==> src/rtl/clock_stop_pkg.sv <==
// Package: shared types and helpers for the clock stop controller.
// Assumes all control pins are sampled in the clk domain.
package clock_stop_pkg;

    // Levels of the differential processor pair.
    typedef struct packed {
        logic t;
        logic c;
    } pair_lvl_t;

    localparam pair_lvl_t PAIR_OFF = '{t: 1'b0, c: 1'b0};

    // An active-low pin counts only when the mode bit arms it.
    function automatic logic pin_active(input logic mode, input logic pin_n);
        return mode & ~pin_n;
    endfunction

endpackage

==> src/rtl/stop_gate_cell.sv <==
// Module: stop_gate_cell
// Gates one oversampled clock waveform. The run state changes only in a
// cycle where the source rise is seen, so the output starts and stops on
// phase boundaries. kill_i clears the run state and forces the output low
// at once. Assumes rise_i is high for exactly one cycle per source period.
module stop_gate_cell (
    input  logic clk,
    input  logic rst_n,
    input  logic src_i,
    input  logic rise_i,
    input  logic allow_i,
    input  logic kill_i,
    output logic clk_o
);

    logic run_q;
    logic run_nxt;

    // Next run state: cleared by kill, reloaded only at a source rise.
    always_comb begin
        if (kill_i)      run_nxt = 1'b0;
        else if (rise_i) run_nxt = allow_i;
        else             run_nxt = run_q;
    end

    // Register the run state and the gated output.
    always_ff @(posedge clk) begin
        if (!rst_n) begin
            run_q <= 1'b0;
            clk_o <= 1'b0;
        end else begin
            run_q <= run_nxt;
            clk_o <= src_i & run_nxt;
        end
    end

    a_r9_rise_on_edge: assert property (@(posedge clk) disable iff (!rst_n)
        $rose(clk_o) |-> $past(rise_i));
    a_r1_high_needs_src: assert property (@(posedge clk) disable iff (!rst_n)
        clk_o |-> $past(src_i));
    a_r8_kill_low: assert property (@(posedge clk) disable iff (!rst_n)
        kill_i |=> !clk_o);

endmodule

==> src/rtl/cpu_pair_stop.sv <==
// Module: cpu_pair_stop
// Gates the differential processor pair. A stop request passes a shift
// chain advanced on source rises before the pair parks at true-low,
// complement-high. Disable and kill drive both outputs low.
// Assumes SYNC_STAGES >= 2 and rise_i one cycle wide.
module cpu_pair_stop
    import clock_stop_pkg::*;
#(
    parameter int SYNC_STAGES = 2
) (
    input  logic clk,
    input  logic rst_n,
    input  logic src_i,
    input  logic rise_i,
    input  logic req_i,
    input  logic en_i,
    input  logic kill_i,
    output logic t_o,
    output logic c_o
);

    localparam int LAST = SYNC_STAGES - 1;

    logic [LAST:0] sync_q;
    logic          run_q;
    logic          run_nxt;
    logic          en_q;
    logic          en_nxt;
    pair_lvl_t     lvl_nxt;

    // Shift the request along the chain, one stage per source rise.
    always_ff @(posedge clk) begin
        if (!rst_n)      sync_q <= '0;
        else if (rise_i) sync_q <= {sync_q[LAST-1:0], req_i};
    end

    // Next run and enable state, updated only at a rise or on kill.
    always_comb begin
        if (kill_i) begin
            run_nxt = 1'b0;
            en_nxt  = 1'b0;
        end else if (rise_i) begin
            run_nxt = en_i & ~sync_q[LAST];
            en_nxt  = en_i;
        end else begin
            run_nxt = run_q;
            en_nxt  = en_q;
        end
        lvl_nxt.t = src_i & run_nxt;
        lvl_nxt.c = en_nxt & ~(src_i & run_nxt);
    end

    // Register the pair state and output levels.
    always_ff @(posedge clk) begin
        if (!rst_n) begin
            run_q <= 1'b0;
            en_q  <= 1'b0;
            t_o   <= PAIR_OFF.t;
            c_o   <= PAIR_OFF.c;
        end else begin
            run_q <= run_nxt;
            en_q  <= en_nxt;
            t_o   <= lvl_nxt.t;
            c_o   <= lvl_nxt.c;
        end
    end

    a_r4_stop_after_sync: assert property (@(posedge clk) disable iff (!rst_n)
        (rise_i && sync_q[LAST]) |=> !t_o);
    a_r5_never_both_high: assert property (@(posedge clk) disable iff (!rst_n)
        !(t_o && c_o));
    a_r8_pair_kill: assert property (@(posedge clk) disable iff (!rst_n)
        kill_i |=> (!t_o && !c_o));
    a_r9_pair_rise_on_edge: assert property (@(posedge clk) disable iff (!rst_n)
        $rose(t_o) |-> $past(rise_i));

endmodule

==> src/rtl/clock_stop_ctrl.sv <==
// Module: clock_stop_ctrl (top)
// Detects source rises, decodes the armed control pins, and instantiates
// one gate cell per bus output plus the processor pair. Outputs with
// index below NUM_FREE are exempt from the bus stop.
// Assumes NUM_FREE <= NUM_PCI and sources slower than clk / 2.
module clock_stop_ctrl
    import clock_stop_pkg::*;
#(
    parameter int NUM_PCI     = 8,
    parameter int NUM_FREE    = 2,
    parameter int SYNC_STAGES = 2
) (
    input  logic               clk,
    input  logic               rst_n,
    input  logic               pci_src,
    input  logic               cpu_src,
    input  logic               stop_mode,
    input  logic               pci_stop_n,
    input  logic               cpu_stop_n,
    input  logic               pwrdn_n,
    input  logic [NUM_PCI-1:0] pci_en,
    input  logic               cpu_en,
    output logic [NUM_PCI-1:0] pci_clk,
    output logic               cpu_t,
    output logic               cpu_c
);

    logic pci_src_q;
    logic cpu_src_q;
    logic pci_rise;
    logic cpu_rise;
    logic pci_stop_req;
    logic cpu_stop_req;
    logic kill;

    // Keep last source samples for rise detection.
    always_ff @(posedge clk) begin
        if (!rst_n) begin
            pci_src_q <= 1'b0;
            cpu_src_q <= 1'b0;
        end else begin
            pci_src_q <= pci_src;
            cpu_src_q <= cpu_src;
        end
    end

    // Decode rises and armed control pins.
    always_comb begin
        pci_rise     = pci_src & ~pci_src_q;
        cpu_rise     = cpu_src & ~cpu_src_q;
        pci_stop_req = pin_active(stop_mode, pci_stop_n);
        cpu_stop_req = pin_active(stop_mode, cpu_stop_n);
        kill         = pin_active(stop_mode, pwrdn_n);
    end

    for (genvar i = 0; i < NUM_PCI; i++) begin : g_pci
        logic allow;
        if (i < NUM_FREE) begin : g_free
            assign allow = pci_en[i];

            a_r2_free_follows: assert property (@(posedge clk) disable iff (!rst_n)
                (pci_rise && pci_en[i] && !kill) |=> pci_clk[i]);
        end else begin : g_stoppable
            assign allow = pci_en[i] & ~pci_stop_req;
        end

        stop_gate_cell u_gate (
            .clk     (clk),
            .rst_n   (rst_n),
            .src_i   (pci_src),
            .rise_i  (pci_rise),
            .allow_i (allow),
            .kill_i  (kill),
            .clk_o   (pci_clk[i])
        );
    end

    cpu_pair_stop #(
        .SYNC_STAGES (SYNC_STAGES)
    ) u_cpu (
        .clk    (clk),
        .rst_n  (rst_n),
        .src_i  (cpu_src),
        .rise_i (cpu_rise),
        .req_i  (cpu_stop_req),
        .en_i   (cpu_en),
        .kill_i (kill),
        .t_o    (cpu_t),
        .c_o    (cpu_c)
    );

    if (NUM_FREE < NUM_PCI) begin : g_mode_chk
        a_r6_mode_off_runs: assert property (@(posedge clk) disable iff (!rst_n)
            (!stop_mode && pci_rise && pci_en[NUM_PCI-1]) |=> pci_clk[NUM_PCI-1]);
    end

endmodule

==> config.mk <==
export PLATFORM = sky130hd
export DESIGN_NAME = clock_stop_ctrl
export DESIGN_NICKNAME = d
export VERILOG_FILES = /design/src/rtl/clock_stop_pkg.sv /design/src/rtl/stop_gate_cell.sv /design/src/rtl/cpu_pair_stop.sv /design/src/rtl/clock_stop_ctrl.sv
export SDC_FILE = /design/constraint.sdc
export NUM_CORES = 1
export LEC_CHECK = 0
export BUFFER_PORTS_ARGS = -buffer_cell sky130_fd_sc_hd__buf_2
export CAP_MARGIN = 20
export CORE_MARGIN = 2
export CORE_UTILIZATION = 45
export DETAILED_ROUTE_END_ITERATION = 12
export HOLD_SLACK_MARGIN = 0.03
export PLACE_DENSITY = 0.71
export SLEW_MARGIN = 0
export SYNTH_ARGS = -nofsm -noshare
export SYNTH_HDL_FRONTEND = slang
export SYNTH_SLANG_ARGS = --single-unit
==> constraint.sdc <==
create_clock -name clk -period 1.7 [get_ports clk]
set_input_delay 0.085 -clock clk [delete_from_list [all_inputs] [get_ports clk]]
set_output_delay 0.085 -clock clk [all_outputs]
set_load 0.02 [all_outputs]
==> results.txt <==
----------------------------------------------------
[Timing]
  Final max-slew violation count ... 0
  Final setup vio count ... 0
  Fmax ... slightly above 800 MHz
  Endpoints failing hold ... 0
  Largest clock skew in the final design ... 6.26 ps
  Worst hold slack after final layout ... between 40 and 50 ps
  Total negative slack ... 0 ps
  Fin crit share ... between 70% and 80%
  Transition time at the pin with the least slew margin ... 532 ps
  Post-layout min period ... 1220 ps
  Max-slew headroom ... about 64%
  RSZ-0062 raised after global routing ... false
  Setup ws final ... 485 ps

[Cells and area]
  Count of placed standard cells in the final layout, fillers left out ... 144
  Final design utilization ... between 50% and 60%
  Fillcell total ... roughly 190
  Area added between synthesis and finish ... 15.9%
  Most common cell after layout, fill and taps aside ... sky130_fd_sc_hd__buf_2
  Share of cells above drive strength 1 ... about a quarter
  Post-layout net count ... around 140
  Cell area after layout ... ~0.0010 mm^2
  Antenna diode instance count ... 0
  Top Registers ... g_pci.u_gate.clk_o: 8 flops, g_pci.u_gate.run_q: 8 flops, u_cpu.sync_q: 2 flops
  Most used cells in the layout excluding fill and tap cells ... sky130_fd_sc_hd__buf_2 (26), sky130_fd_sc_hd__dfxtp_1 (24), sky130_fd_sc_hd__nand2_1 (15), sky130_fd_sc_hd__a21oi_1 (14), sky130_fd_sc_hd__nand3_1 (6)

[CTS]
  H-tree levels ... 1
  Total clock buffers created by CTS ... 3
  CTS root buf ... sky130_fd_sc_hd__clkbuf_4
  Clock-pin slew on the worst setup and hold paths ... around 120 ps
  Clock latency of the later-clocked register in the worst-skew pair ... 290 ps
  Number of clock sinks ... 24
  Maximum buffer depth of the clock tree ... 2
  CTS tree ... built
  Postcts setup bufs ... 0

[Place]
  Weighted congestion at the end of routability-driven global placement ... approximately 0.72
  Cell area after placement ... 976 um^2
  Post-detail-place hpwl ... ~1100 um
  Placed Instances ... roughly 140
  Worst setup timing slack at the placement stage ... 505 ps
  Port buffer count ... 26

[Drt]
  Number of search-and-repair iterations in the first detailed-routing pass ... 4
  Post-route DRC violation count ... 0
  Number of antenna-violating nets in the routed design ... 0
  Avg Vias per Cell ... approximately 4.7
  Number of vias in the routed layout ... between 600 and 700
  Iter 0 DRT Violations ... 6
  Detailed-route wire length per cell ... 10.2 um
  Routed wire length ... between 1000 and 1500 um

[Floorplanning]
  Floorplan die height ... 48.4 um
  Area of the core region ... between 0.0015 and 0.002 mm^2
  Top Ports ... 27
  Site row count ... 16
  Initial cell density of the core ... a little under half
  Full die area ... ~0.0023 mm^2
  Horiz. Die Dim ... roughly 48 um

[Synth]
  Count of yosys warnings during synthesis ... 0
  Proportion of synthesized chip area in sequential cells ... between 50% and 60%
  FFs w/ async S/R, synth ... 0%
  Syn Inst Count ... 95
  Synth Net Count ... ~110
  Flops & latches, synth ... 24
  Post-synth EDFFs ... 0
  Flip-flop cell with the highest count after synthesis ... sky130_fd_sc_hd__dfxtp_1
  Cell variety after synth ... 20
  Post-synthesis cell area ... slightly below 900 um^2
  Mean area per synthesized cell ... just over 9 um^2

[Setup path]
  Cells traversed along the worst timing path ... nor2b_1, nand3_1, a21oi_1
  Data required time at the worst endpoint ... roughly 1900 ps
  Arrival time of the worst setup path ... 1450 ps
  Number of cells on the worst reg-to-reg path ... 3
  Worst reg2reg path startpoint ... pci_src_q
  CP startpoint ... pci_src_q
  Worst-case register-to-register setup slack ... a little under 500 ps
  Cell with the largest stage delay on the worst path ... sky130_fd_sc_hd__nor2b_1
  Startpoint type of the worst setup path ... flip-flop
  Critical Path Sink Type ... flip-flop
  Critical path endpoint ... g_pci[3].u_gate.clk_o
  R2r endpoint ... g_pci[3].u_gate.clk_o
  Worst Path Max Fanout ... 8
  Largest stage delay, worst path ... between 400 and 500 ps
  Critical path class ... reg2reg

[Hold path]
  Path type of the worst min-delay path ... in2reg
  Hold wc startpoint ... cpu_stop_n

[Flow run]
  MaxCap Viol Count ... 0

[Global route]
  Antenna violations before repair ... 0
  Largest net degree at the start of global routing ... 13
  Total grt overflow ... 0
  GRT Util Overall ... roughly an eighth
  Global-route wire length before repair ... approximately 2400 um
  Number of global-route vias before repair ... ~600

[Power]
  Total leakage power ... 0.444 nW
  PnR Total Power ... a little over 0.9 mW
  IR drop worst, VDD ... ~430 uV
  Power per cell area ... roughly 900 mW/mm^2

[Status]
  Result of the run ... finished, final reports clean

----------------------------------------------------
==> metal layers <==
layer | routed length (um) | track usage [%] | vias to the layer above | share of wire [%]
li1 | - | - | 354 | -
met1 | 666 | 15.7 | 298 | 45
met2 | 712 | 23.1 | 19 | 48
met3 | 91 | 2.78 | 0 | 6.2
met4 | 0 | 4.29 | 0 | 0
met5 | 0 | 0 | - | 0
==> final cells by class <==
class / instances / area, um^2 / area share [%]
flip-flops and latches: 24 / 480 / 46.7
multi-input cells: 60 / 328 / 31.9
repair buffers: 29 / 160 / 15.6
well taps: 27 / 33.8 / 3.28
clock buffers: 3 / 22.5 / 2.19
inverters: 1 / 3.75 / 0.365
==> where the power goes <==
group / total [mW] / internal [mW] / switching, mW
registers: 0.591 / 0.583 / 0.00749
clock network: 0.228 / 0.0824 / 0.146
logic: 0.107 / 0.0475 / 0.0599
==> synthesized netlist by cell type (2+ instances only) <==
cell type	instances	area, um^2
sky130_fd_sc_hd__a21oi_1	14	70.1
sky130_fd_sc_hd__nand2b_1	4	25.0
sky130_fd_sc_hd__and2_1	2	12.5
sky130_fd_sc_hd__buf_4	10	75.1
sky130_fd_sc_hd__o21a_1	2	15.0
sky130_fd_sc_hd__mux2i_1	3	30.0
sky130_fd_sc_hd__nor2_1	4	15.0
sky130_fd_sc_hd__a21boi_0	2	15.0
sky130_fd_sc_hd__nand2_1	15	56.3
sky130_fd_sc_hd__nand3_1	6	30.0
sky130_fd_sc_hd__dfxtp_1	24	480
==> logic make-up after synthesis <==
group                  Yosys count  synth area share [%]
and+or+nand+nor                 36                  19.7
DFF                             24                  54.2
AOI/OAI and AO/OA               21                  13.8
buffers and inverters           11                  8.89
muxes                            3                  3.39
==> how the worst min path moves through the flow <==
stage / endpoint / slack [ps] / cells past startpoint
2_1_floorplan: u_cpu.t_o / 210 / 2
6_report: u_cpu.sync_q[0] / 50 / 3
3_3_place_gp: cpu_src_q / 350 / 2
5_1_grt: cpu_src_q / 50 / 2
3_5_place_dp: cpu_src_q / 350 / 2
4_1_cts: pci_src_q / 40 / 2
==> critical path: cells and delay by family, from the launching register on <==
kind | cells | cell delay (ps)
AOI/OAI and AO/OA | 1 | 180
DFF | 1 | 360
and+or+nand+nor | 2 | 620
==> what timing repair did <==
| action | CTS | global route |
|---|---|---|
| hold buffers | 3 | 0 |
| gates resized for setup | 0 | 0 |
| hold endpoints to repair | 3 | 0 |
No activity file was read; power rests on OpenSTA's default activity.
